`src/rtl/phy_bridge_pkg.sv`:
```
`timescale 1ns/1ps
// Shared constants for the indirect PHY bridge: host register addresses,
// control bit positions, kept-bit masks and the transfer state type.
package phy_bridge_pkg;
    localparam logic [15:0] A_GCTRL = 16'h0007;
    localparam logic [15:0] A_IADDR = 16'h075C;
    localparam logic [15:0] A_IDATA = 16'h0760;
    localparam logic [15:0] A_ICTRL = 16'h0768;
    localparam logic [15:0] A_SPEC  = 16'h077C;

    localparam int B_BUSY   = 0;
    localparam int B_WE     = 1;
    localparam int B_ERR    = 15;
    localparam int B_ACC_EN = 12;
    localparam int B_BLOCK  = 7;

    localparam logic [15:0] SPEC_KEEP  = 16'hF300;
    localparam logic [15:0] GCTRL_KEEP = 16'h0080;
    localparam logic [15:0] ALL_ONES   = 16'hFFFF;

    typedef enum logic {XF_IDLE, XF_WAIT} xfer_state_t;
endpackage

```
`src/rtl/phy_port_check.sv`:
```
`timescale 1ns/1ps
// Decides whether the port field of an indirect address names a port that
// has an internal PHY. Field value f selects port f-1; 0 never matches.
// Assumes NUM_PORTS <= 15 so every port fits the 4-bit field.
module phy_port_check #(
    parameter int                     NUM_PORTS = 8,
    parameter logic [NUM_PORTS-1:0]   PHY_MASK  = '1
) (
    input  logic [3:0] port_field,
    output logic       present
);
    logic [NUM_PORTS-1:0] hit;

    // One comparator per port, masked by whether that port has a PHY.
    for (genvar i = 0; i < NUM_PORTS; i++) begin : g_port
        assign hit[i] = (port_field == 4'(i + 1)) && PHY_MASK[i];
    end

    assign present = |hit;
endmodule

```
`src/rtl/phy_host_regs.sv`:
```
`timescale 1ns/1ps
// Host-visible holding registers and read mux. Produces the start pulse
// when control bit 0 is written with access enabled and no transfer running.
// Assumes at most one of host write and engine capture targets data per cycle
// (capture wins).
module phy_host_regs
    import phy_bridge_pkg::*;
(
    input  logic        clk,
    input  logic        rst_n,
    input  logic        host_wr,
    input  logic [15:0] host_addr,
    input  logic [15:0] host_wdata,
    output logic [15:0] host_rdata,
    input  logic        busy,
    input  logic        err,
    input  logic        xfer_we,
    input  logic        cap_en,
    input  logic [15:0] cap_data,
    output logic [15:0] addr_q,
    output logic [15:0] data_q,
    output logic        access_en,
    output logic        start,
    output logic        start_we
);
    logic [15:0] spec_q;
    logic [15:0] gctrl_q;

    assign access_en = spec_q[B_ACC_EN] && !gctrl_q[B_BLOCK];
    assign start     = host_wr && (host_addr == A_ICTRL) && host_wdata[B_BUSY]
                       && !busy && access_en;
    assign start_we  = host_wdata[B_WE];

    // Holding registers: mailbox writes locked while busy, capture has priority.
    always_ff @(posedge clk) begin
        if (!rst_n) begin
            addr_q  <= '0;
            data_q  <= '0;
            spec_q  <= '0;
            gctrl_q <= '0;
        end else begin
            if (host_wr && host_addr == A_IADDR && !busy) addr_q <= host_wdata;
            if (cap_en)                                   data_q <= cap_data;
            else if (host_wr && host_addr == A_IDATA && !busy) data_q <= host_wdata;
            if (host_wr && host_addr == A_SPEC)  spec_q  <= host_wdata & SPEC_KEEP;
            if (host_wr && host_addr == A_GCTRL) gctrl_q <= host_wdata & GCTRL_KEEP;
        end
    end

    // Read mux; control word shows live busy, direction and error flag.
    always_comb begin
        case (host_addr)
            A_IADDR: host_rdata = addr_q;
            A_IDATA: host_rdata = data_q;
            A_ICTRL: host_rdata = {err, 13'd0, xfer_we, busy};
            A_SPEC:  host_rdata = spec_q;
            A_GCTRL: host_rdata = gctrl_q;
            default: host_rdata = '0;
        endcase
    end
endmodule

```
`src/rtl/phy_xfer_engine.sv`:
```
`timescale 1ns/1ps
// Runs one PHY-side request/acknowledge exchange per start pulse, handles
// absent ports without a request, and aborts after TIMEOUT silent cycles.
// Assumes start is only pulsed while idle.
module phy_xfer_engine
    import phy_bridge_pkg::*;
#(
    parameter int TIMEOUT = 1024,
    localparam int CNT_W  = $clog2(TIMEOUT + 1)
) (
    input  logic        clk,
    input  logic        rst_n,
    input  logic        start,
    input  logic        start_we,
    input  logic        present,
    input  logic        phy_ack,
    input  logic [15:0] phy_rdata,
    output logic        busy,
    output logic        xfer_we,
    output logic        err,
    output logic        cap_en,
    output logic [15:0] cap_data
);
    xfer_state_t      state;
    logic [CNT_W-1:0] wait_cnt;
    logic             expired;

    assign busy    = (state == XF_WAIT);
    assign expired = (wait_cnt == CNT_W'(TIMEOUT - 1));

    // Transfer sequencing, error flag and timeout counter.
    always_ff @(posedge clk) begin
        if (!rst_n) begin
            state    <= XF_IDLE;
            xfer_we  <= 1'b0;
            err      <= 1'b0;
            wait_cnt <= '0;
        end else begin
            case (state)
                XF_IDLE: if (start) begin
                    xfer_we  <= start_we;
                    wait_cnt <= '0;
                    err      <= !present && start_we;
                    if (present) state <= XF_WAIT;
                end
                XF_WAIT: begin
                    if (phy_ack) begin
                        state <= XF_IDLE;
                    end else if (expired) begin
                        state <= XF_IDLE;
                        err   <= 1'b1;
                    end else begin
                        wait_cnt <= wait_cnt + 1'b1;
                    end
                end
                default: state <= XF_IDLE;
            endcase
        end
    end

    // Data capture: PHY data on read ack, all ones on absent read or abort.
    always_comb begin
        cap_en   = 1'b0;
        cap_data = ALL_ONES;
        if (state == XF_IDLE && start && !present && !start_we) begin
            cap_en = 1'b1;
        end else if (state == XF_WAIT && !xfer_we) begin
            if (phy_ack) begin
                cap_en   = 1'b1;
                cap_data = phy_rdata;
            end else if (expired) begin
                cap_en = 1'b1;
            end
        end
    end
endmodule

```
`src/rtl/phy_ind_bridge.sv`:
```
`timescale 1ns/1ps
// Indirect PHY register access bridge: host mailbox registers in front of
// a per-port PHY request/acknowledge bus. Assumes a single-cycle host write
// strobe and a PHY that holds phy_rdata valid with phy_ack.
module phy_ind_bridge #(
    parameter int                   NUM_PORTS = 8,
    parameter logic [NUM_PORTS-1:0] PHY_MASK  = 8'h3F,
    parameter int                   TIMEOUT   = 1024
) (
    input  logic        clk,
    input  logic        rst_n,
    input  logic        host_wr,
    input  logic [15:0] host_addr,
    input  logic [15:0] host_wdata,
    output logic [15:0] host_rdata,
    output logic        phy_req,
    output logic        phy_we,
    output logic [15:0] phy_addr,
    output logic [15:0] phy_wdata,
    input  logic        phy_ack,
    input  logic [15:0] phy_rdata
);
    logic        busy, err, xfer_we, cap_en, access_en, start, start_we, present;
    logic [15:0] cap_data, addr_q, data_q;

    phy_host_regs i_regs (
        .clk(clk), .rst_n(rst_n), .host_wr(host_wr), .host_addr(host_addr),
        .host_wdata(host_wdata), .host_rdata(host_rdata), .busy(busy), .err(err),
        .xfer_we(xfer_we), .cap_en(cap_en), .cap_data(cap_data), .addr_q(addr_q),
        .data_q(data_q), .access_en(access_en), .start(start), .start_we(start_we)
    );

    phy_port_check #(.NUM_PORTS(NUM_PORTS), .PHY_MASK(PHY_MASK)) i_port (
        .port_field(addr_q[15:12]), .present(present)
    );

    phy_xfer_engine #(.TIMEOUT(TIMEOUT)) i_eng (
        .clk(clk), .rst_n(rst_n), .start(start), .start_we(start_we),
        .present(present), .phy_ack(phy_ack), .phy_rdata(phy_rdata),
        .busy(busy), .xfer_we(xfer_we), .err(err), .cap_en(cap_en),
        .cap_data(cap_data)
    );

    assign phy_req   = busy;
    assign phy_we    = xfer_we;
    assign phy_addr  = addr_q;
    assign phy_wdata = data_q;
endmodule

```
`config.mk`:
```
export PLATFORM = sky130hd
export DESIGN_NAME = phy_ind_bridge
export DESIGN_NICKNAME = d
export VERILOG_FILES = /design/src/rtl/phy_bridge_pkg.sv /design/src/rtl/phy_port_check.sv /design/src/rtl/phy_host_regs.sv /design/src/rtl/phy_xfer_engine.sv /design/src/rtl/phy_ind_bridge.sv
export SDC_FILE = /design/constraint.sdc
export NUM_CORES = 1
export LEC_CHECK = 0
export BUFFER_PORTS_ARGS = -buffer_cell sky130_fd_sc_hd__buf_2
export CORE_MARGIN = 3
export CORE_UTILIZATION = 45
export DETAILED_ROUTE_END_ITERATION = 10
export PLACE_DENSITY = 0.76
export SETUP_SLACK_MARGIN = 0.2
export SKIP_LAST_GASP = 1
export SLEW_MARGIN = 20
export SYNTH_ARGS = -nofsm -noshare
export SYNTH_HDL_FRONTEND = slang
export SYNTH_SLANG_ARGS = --single-unit
```
`constraint.sdc`:
```
create_clock -name clk -period 2.34 [get_ports clk]
set_clock_uncertainty 0.05 [all_clocks]
set_input_delay 0.468 -clock clk [delete_from_list [all_inputs] [get_ports clk]]
set_output_delay 0.468 -clock clk [all_outputs]
set_load 0.02 [all_outputs]
```
==> metrics, run 1 <==
status complete, but fails checks; failing checks negative setup slack; Crit. End Element output port; register area 1060 sq um; Global Route Usage Sum 23.9%; VDD IR max 0.248 mV; WL final 8.72 mm; die height 85.1 um; Post-Route Setup TNS -1790 ps; number of flops mapped to enable cells by yosys 0; first-pass GRT wire length 14.0 mm; Mean Syn Cell Area 8.97 sq um; Multi-input gate area 1740 sq um; worst slew pin tran 416 ps; WP data required 1820 ps; r2r setup slk 290 ps; GRT overflow 0; Crit Path Max Fanout 7; Yosys warnings 0; initial antenna violation count 0; Synth area leaders dfxtp_1 38%, mux2i_1 7.1%, o22ai_2 4.4%, nor2b_1 4.2%, o21ai_0 3.9%; Slew HR 72.0%; via count 2,916; largest net degree at the start of global routing 41; Setup Viol. Count Final 16; die area 7250 sq um; Pre-antenna DRT Iters 5; IO Port Bufs 101; Ports 102; CTS Buffer Depth 2; Core ar. 5990 sq um; clk_lat worst skew 310 ps; DR WL/cell 17.2 um; initial DRC count 201; Tightest Hold Check Type in2reg; Filler cells 488; Synth Net Count 367; fmax 399 MHz; Tot Pwr 0.00155 W; max_cap viols 0; Sinks on Clock Net 53; routability cong. 0.844; post-route worst setup slack -166 ps; vias in the first global route 2,765; # rows 28; Layout Nets 485; Pleak 1.76 nW; WHS 373 ps; Syn Inst Count 314; startpoint types input port; share of cells above drive strength 1 41.8%; post-synth top area share 37.7%; final hold violation count 0; Mapped Area 2820 sq um; Yosys reg bits 53; Final Max Slew Viols 0; CTS root buffer clkbuf_8; vias per cell 5.74; Clk pin slew, worst setup/hold paths 90 ps; number of diodes 0; Final Critical Period 2510 ps; crit path DAT 1990 ps; Synth area leader dfxtp_1; initial core utilization 47.0%; CTS tree done; # DRC 0; sequential element share of the synthesized area 37.7%; ys flop type dfxtp_1; chip width 85.1 um; Syn-to-layout area delta 37.7%; Synth cell types 51; Final period util 107%; PD cells 400 nW/um^2; CTS Buf Count 5; RSZ-0062 raised after global routing true; CTS H-tree lvls 2; antenna violation net count after detailed routing 0; fraction of registers with async set or reset after synthesis 0%; dpl hpwl 6.25 mm; Crit Path Class in2out
-- flip-flops by register name, summed over array words and instances (netlist names) --
signal          cells
i_eng.err           1
i_eng.wait_cnt     11
i_eng.busy          1
i_regs.gctrl_q      1
i_regs.addr_q      16
i_regs.data_q      16
i_regs.spec_q       6
i_eng.xfer_we       1
-- power by group --
part / total [W] / switching [W] / internal (W)
logic: 0.000132 / 0.0000701 / 0.0000623
registers: 0.000901 / 0.00000000511 / 0.000901
clock network: 0.000517 / 0.000305 / 0.000213
-- routing by layer --
metal	global-route usage, %	up-vias	routed length, um
li1	-	1383	-
met3	3.88	16	638
met5	0	-	0
met1	33.2	1385	3890
met4	6.91	0	157
met2	38.5	132	4030
-- worst max-delay path, cell delays in order --
cell and delay [ps]:
buf_6 90, nor4_4 290, nand4_1 120, buf_4 180, buf_6 110, nor3b_4 210, buf_6 180, a221o_1 200
buf_6 130
-- layout by cell type, fill, tap and decap left out, drive strengths merged, types with 9 or more instances in the layout --
master  instances
nand4           9
dfxtp          53
nand3          12
nor3            9
buf           131
nor2b          19
nand2          29
a21oi          12
mux2i          20
o22ai          10
o21ai          23
nor2           22
-- Yosys cell counts, drive strengths merged (6+ instances only) --
library cell and count:
a22oi 6, nor2b 19, buf 11, o21ai 23, a22o 7, nor2 22, nand2 29, clkbuf 10
o22ai 10, nor3 9, dfxtp 53, inv 7, a21oi 12, nand4 9, nand3 12, mux2i 20
-- cell families (layout without fill, tap and decap cells) --
family,Yosys count,count (layout),synth area share (%)
AO/OA/AOI/OAI,77,77,21.8
XOR/XNOR,8,8,2.49
adder cells (fa/ha/maj),1,1,0.444
buffers and inverters,28,147,5.37
flip-flops,53,53,37.7
multiplexers,20,20,7.10
AND/OR/NAND/NOR,127,127,25.2
-- path summary, 6_finish.rpt --
kind / from / cells past startpoint / end
max reg2reg: i_eng.wait_cnt[0] / 7 / i_regs.data_q[1]
min reg2reg: i_regs.spec_q[8] / 2 / i_regs.spec_q[8]
min: host_wdata[13] / 3 / i_regs.spec_q[13]
max: host_addr[14] / 9 / host_rdata[15]
-- area by class of cell --
cell class                      instances  share of cell area [%]
Clock inverter                          1                   0.193
Multi-Input combinational cell        233                    44.7
Sequential cell                        53                    27.4
Timing Repair Buffer                  132                    22.6
Tap cell                               75                    2.42
Inverter                                7                   0.677
Clock buffer                            7                    1.97
-- what timing repair did --
action                     4_1_cts  5_1_grt
hold buffers                     0        0
setup endpoints to repair       16       37
setup buffers                    0        2
resized for setup               19        7
cloned                           0        1
pin swaps                        6        3
-- stage by stage --
| step | util, % | instances | setup WS, ps | area, sq um |
|---|---|---|---|---|
| floorplan | - | 314 | 8.01 | 2930 |
| global placement | 61.1 | 497 | -253 | 3660 |
| detailed placement | 61.1 | 497 | -303 | 3660 |
| CTS | 63.6 | 505 | -248 | 3810 |
| global route | 64.8 | 508 | -211 | 3880 |
| finish | 64.8 | 508 | -166 | 3880 |
Note: power is estimated with default switching activity, not from simulation.
==> run 2: changes to the inputs <==
- CORE_UTILIZATION: 45 -> 46
- PLACE_DENSITY: 0.76 -> 0.77
- SYNTH_HIERARCHICAL: default -> 1
==> metrics, run 2 <==
number of flops mapped to enable cells by yosys 0; Filler cells 522; antenna violation net count after detailed routing 0; Pre-antenna DRT Iters 5; R2R depth 5; vias per cell 6.33; routability cong. 0.857; Post-Route Setup TNS -171 ps; most common cell after layout, fill and taps aside buf_2; CP bufs+invs 3; Worst path depth 7; Setup Viol. Count Final 8; initial DRC count 323; GRT met3 Usage 6.24%; vias in the first global route 3,571; CTS tree done; Yosys reg bits 53; fraction of registers with async set or reset after synthesis 0%; crit-path cells buf_8 -> nor4_4 -> nor3b_4 -> and4_4 -> buf_12 -> a221o_1 -> buf_6; sequential element share of the synthesized area 34.0%; status complete, but fails checks; Critical Path Max Stage Delay 310 ps; Syn Inst Count 369; met2 usage 47.3%; via count 3,582; CTS Buf Count 5; slowest stage cell, crit path and4_4; crit path DAT 1870 ps; WL final 10.8 mm; Core ar. 6460 sq um; register area 1060 sq um; Crit. End Element output port; CTS H-tree lvls 2; Sinks on Clock Net 53; # DRC 0; clk_lat worst skew 310 ps; Slew HR 59.1%; placed inst area 3970 sq um; share of cells above drive strength 1 39.1%; die area 7800 sq um; hold depth 3; Multi-input gate area 2110 sq um; PD cells 388 nW/um^2; ys flop type dfxtp_1; most frequent cell after synthesis o21ai_0; initial antenna violation count 0; Tightest Hold Check Type in2reg; Ports 102; DR WL/cell 19.1 um; startpoint types input port; Synth cell types 60; Global Route Usage Sum 27.7%; fin area 4420 sq um; Final period util 102%; Synth area leaders dfxtp_1 34%, o21ai_0 9.3%, a21boi_0 4.8%, a31oi_1 3.6%, a21oi_1 3.5%; Mean Syn Cell Area 8.45 sq um; largest registers i_regs/addr_q x16, i_regs/data_q x16, i_eng/wait_cnt x11; post-synth top area share 34.0%; final hold violation count 0; Crit Path Class in2out; chip width 88.3 um; dpl hpwl 7.09 mm; pre-CTS setup slack -130 ps; VDD IR max 0.277 mV; Clk pin slew, worst setup/hold paths 100 ps; Post-synth top cells 58 x o21ai_0, 53 x dfxtp_1, 22 x a21oi_1, 22 x nand3_1, 20 x a21boi_0; number of diodes 0; Final Max Slew Viols 0; WP data required 1820 ps; Layout Nets 541; Pleak 1.77 nW; GR met1 Demand/Resource 34.1%; most frequent cells in the layout 82 x buf_2, 53 x dfxtp_1, 44 x o21ai_0; Final Critical Period 2390 ps; Crit path max-delay family simple AND/OR/NAND/NOR gates; first-pass GRT wire length 17.1 mm; initial core utilization 48.3%; CTS Buffer Depth 2; Crit Path Max Fanout 8; RSZ-0062 raised after global routing true; cts hold-fix bufs 0; busiest layer in global routing met2; failing checks negative setup slack; die height 88.3 um; IO Port Bufs 101; post-route worst setup slack -52.0 ps; Synth Net Count 422; Mapped Area 3120 sq um; largest net degree at the start of global routing 30; Synth area leader dfxtp_1; fmax 418 MHz; Yosys warnings 6; max_cap viols 0; worst slew pin tran 613 ps; Syn-to-layout area delta 41.8%; # rows 29; CTS root buffer clkbuf_8; GRT overflow 0
run 2: report_power, final:
group	switching (W)	internal [W]	total, W
clock network	0.000306	0.000349	0.000656
registers	0.00000000516	0.000901	0.000901
logic	0.0000861	0.0000718	0.000158
total	0.000392	0.00132	0.00171
run 2: cell type report:
type | count | share of cell area, %
multi-input combinational | 281 | 47.8
inverter | 5 | 0.594
clock buffer | 7 | 1.95
timing repair buffer | 142 | 22.8
sequential | 53 | 24.0
clock inverter | 1 | 0.679
tap | 77 | 2.18
run 2: worst paths after layout:
check,slack (ps),end,from
setup / recovery,-50,host_rdata[0],host_addr[13]
hold / removal,380,i_regs/addr_q[11],host_wdata[11]
setup reg to reg,370,i_regs/addr_q[10],i_eng/busy
hold reg to reg,390,i_eng/wait_cnt[10],i_eng/wait_cnt[10]
run 2: logic make-up (layout without fill, tap and decap cells):
group | count (synthesis) | count (layout) | synth area share, %
AO/OA/AOI/OAI | 155 | 155 | 31.7
adder cells (fa/ha/maj) | 1 | 1 | 0.401
AND/OR/NAND/NOR | 116 | 116 | 24.8
buffers and inverters | 35 | 155 | 6.22
flip-flops | 53 | 53 | 34.0
multiplexers | 9 | 9 | 2.93
run 2: metrics by stage:
stage / hold WS (ps) / cells / power [W] / util (%)
final: 381 / 566 / 0.00171 / 68.4
after global routing: 370 / 566 / 0.00177 / 68.4
after CTS: 376 / 560 / 0.00171 / 66.2
after detailed placement: 378 / 549 / 0.00106 / 61.5
after global placement: 370 / 549 / 0.00106 / 61.5
after floorplan: 357 / 369 / 0.000978 / -
run 2: routing by layer:
metal	up-vias	wire length (um)
met5	-	0
met3	30	912
met1	1713	4440
li1	1641	-
met4	0	227
met2	198	5260
run 2: worst reg2reg max path, delay by kind of cell, from the launching register on:
kind	cells	cell delay [ps]
DFF	1	420
buffers and inverters	1	290
and+or+nand+nor	3	890
AOI/OAI and AO/OA	1	230
run 2: timing repair:
action,CTS,global route
gates resized for setup,42,26
gates cloned,1,0
endpoints found under the setup margin,23,32
pin swaps,12,11
buffers inserted,2,6
==> run 3: changes to the inputs <==
- CORE_UTILIZATION: 46 -> 57
- CTS_BUF_LIST: default -> sky130_fd_sc_hd__clkbuf_4
- PLACE_DENSITY: 0.77 -> 0.88
- clock period: 2.34 -> 2.8 ns (I/O delays scaled with it)
==> metrics, run 3 (same netlist as run 2, synthesis figures left out) <==
status finished, final reports clean; initial core utilization 59.9%; share of cells above drive strength 1 32.8%; Post-Route Setup TNS 0 ps; CTS Buf Count 5; Setup Viol. Count Final 0; WHS 379 ps; IO Port Bufs 101; max_cap viols 0; # rows 26; chip width 80.0 um; via count 3,489; number of diodes 0; Clk pin slew, worst setup/hold paths 160 ps; CTS tree done; first-pass GRT wire length 14.9 mm; Tightest Hold Check Type in2reg; Top Layer Used met4; largest net degree at the start of global routing 47; WP data required 2190 ps; Layout Nets 522; register area 1060 sq um; initial DRC count 409; die area 6390 sq um; Ports 102; Final Critical Period 2610 ps; Crit Path Class in2out; CTS H-tree lvls 2; CTS Buffer Depth 2; Slew HR 55.1%; Tot Pwr 0.00130 W; initial antenna violation count 0; Sinks on Clock Net 53; final hold violation count 0; Multi-input gate area 1890 sq um; Met2 Wirelength 4.69 mm; met1 wire length 3.88 mm; startpoint types input port; most common cell after layout, fill and taps aside buf_2; Syn-to-layout area delta 24.6%; vias per cell 6.46; dpl hpwl 6.49 mm; clk_lat worst skew 380 ps; Filler cells 393; post-route worst setup slack 194 ps; DR WL/cell 18.2 um; Pre-antenna DRT Iters 5; crit path DAT 2000 ps; cts hold-fix bufs 0; worst slew pin tran 674 ps; Global Route Usage Sum 29.1%; Final Util 74.6%; RSZ-0062 raised after global routing true; WL met3 1.07 mm; pre-CTS setup slack 170 ps; largest registers i_regs/addr_q x16, i_regs/data_q x16, i_eng/wait_cnt x11; VDD IR max 0.308 mV; Final period util 93.1%; die height 80.0 um; most frequent cells in the layout 90 x buf_2, 58 x o21ai_0, 53 x dfxtp_1; # DRC 0; Crit Path Max Fanout 8; r2r setup slk 500 ps; Final Max Slew Viols 0; Core ar. 5200 sq um; CTS root buffer clkbuf_4; routability cong. 0.854; WL final 9.85 mm; Crit. End Element output port; fmax 384 MHz; PD cells 334 nW/um^2; vias in the first global route 3,139; antenna violation net count after detailed routing 0; Pleak 1.53 nW; GRT overflow 0
run 3: report_power, final:
part | leakage (nW) | internal, W | switching (W)
sequential | 0.427 | 0.000755 | 0.00000000361
clock | 0.0389 | 0.000185 | 0.000244
combinational | 1.07 | 0.0000476 | 0.0000654
run 3: final timing paths:
path / to / depth (start not counted) / from
worst max-delay path: host_rdata[7] / 7 / host_addr[15]
worst min register to register: i_eng/wait_cnt[10] / 2 / i_eng/wait_cnt[10]
worst min-delay path: i_regs/addr_q[4] / 3 / host_wdata[4]
worst max register to register: i_regs/addr_q[9] / 5 / i_eng/busy
run 3: area by class of cell:
type                       count  area share, %
inverter                       5          0.483
multi-input combinational    281           48.8
sequential                    53           27.3
tap                           70           2.26
timing repair buffer         123           19.1
clock inverter                 3           1.06
clock buffer                   5          0.966
run 3: worst max-delay path, cell delays in order:
cell	delay, ps
buf_2	130
nor4_4	290
nor3b_2	240
and4_4	300
buf_12	150
a221o_1	190
buf_6	130
run 3: through the flow:
stage,cells,instance area [sq um]
CTS,534,3770
global placement,525,3680
floorplan,369,3160
detailed placement,525,3680
global route,540,3880
finish,540,3880
run 3: routing by layer:
metal  track usage (%)  up-vias
li1                  -     1601
met1              38.2     1638
met2              47.8      225
met3              5.98       25
met4              8.95        0
met5                 0        -
run 3: what timing repair did:
item | 4_1_cts | 5_1_grt
pin swaps | 1 | 4
cloned | 0 | 2
gates resized for setup | 1 | 19
endpoints found under the setup margin | 16 | 16
buffers inserted | 1 | 4
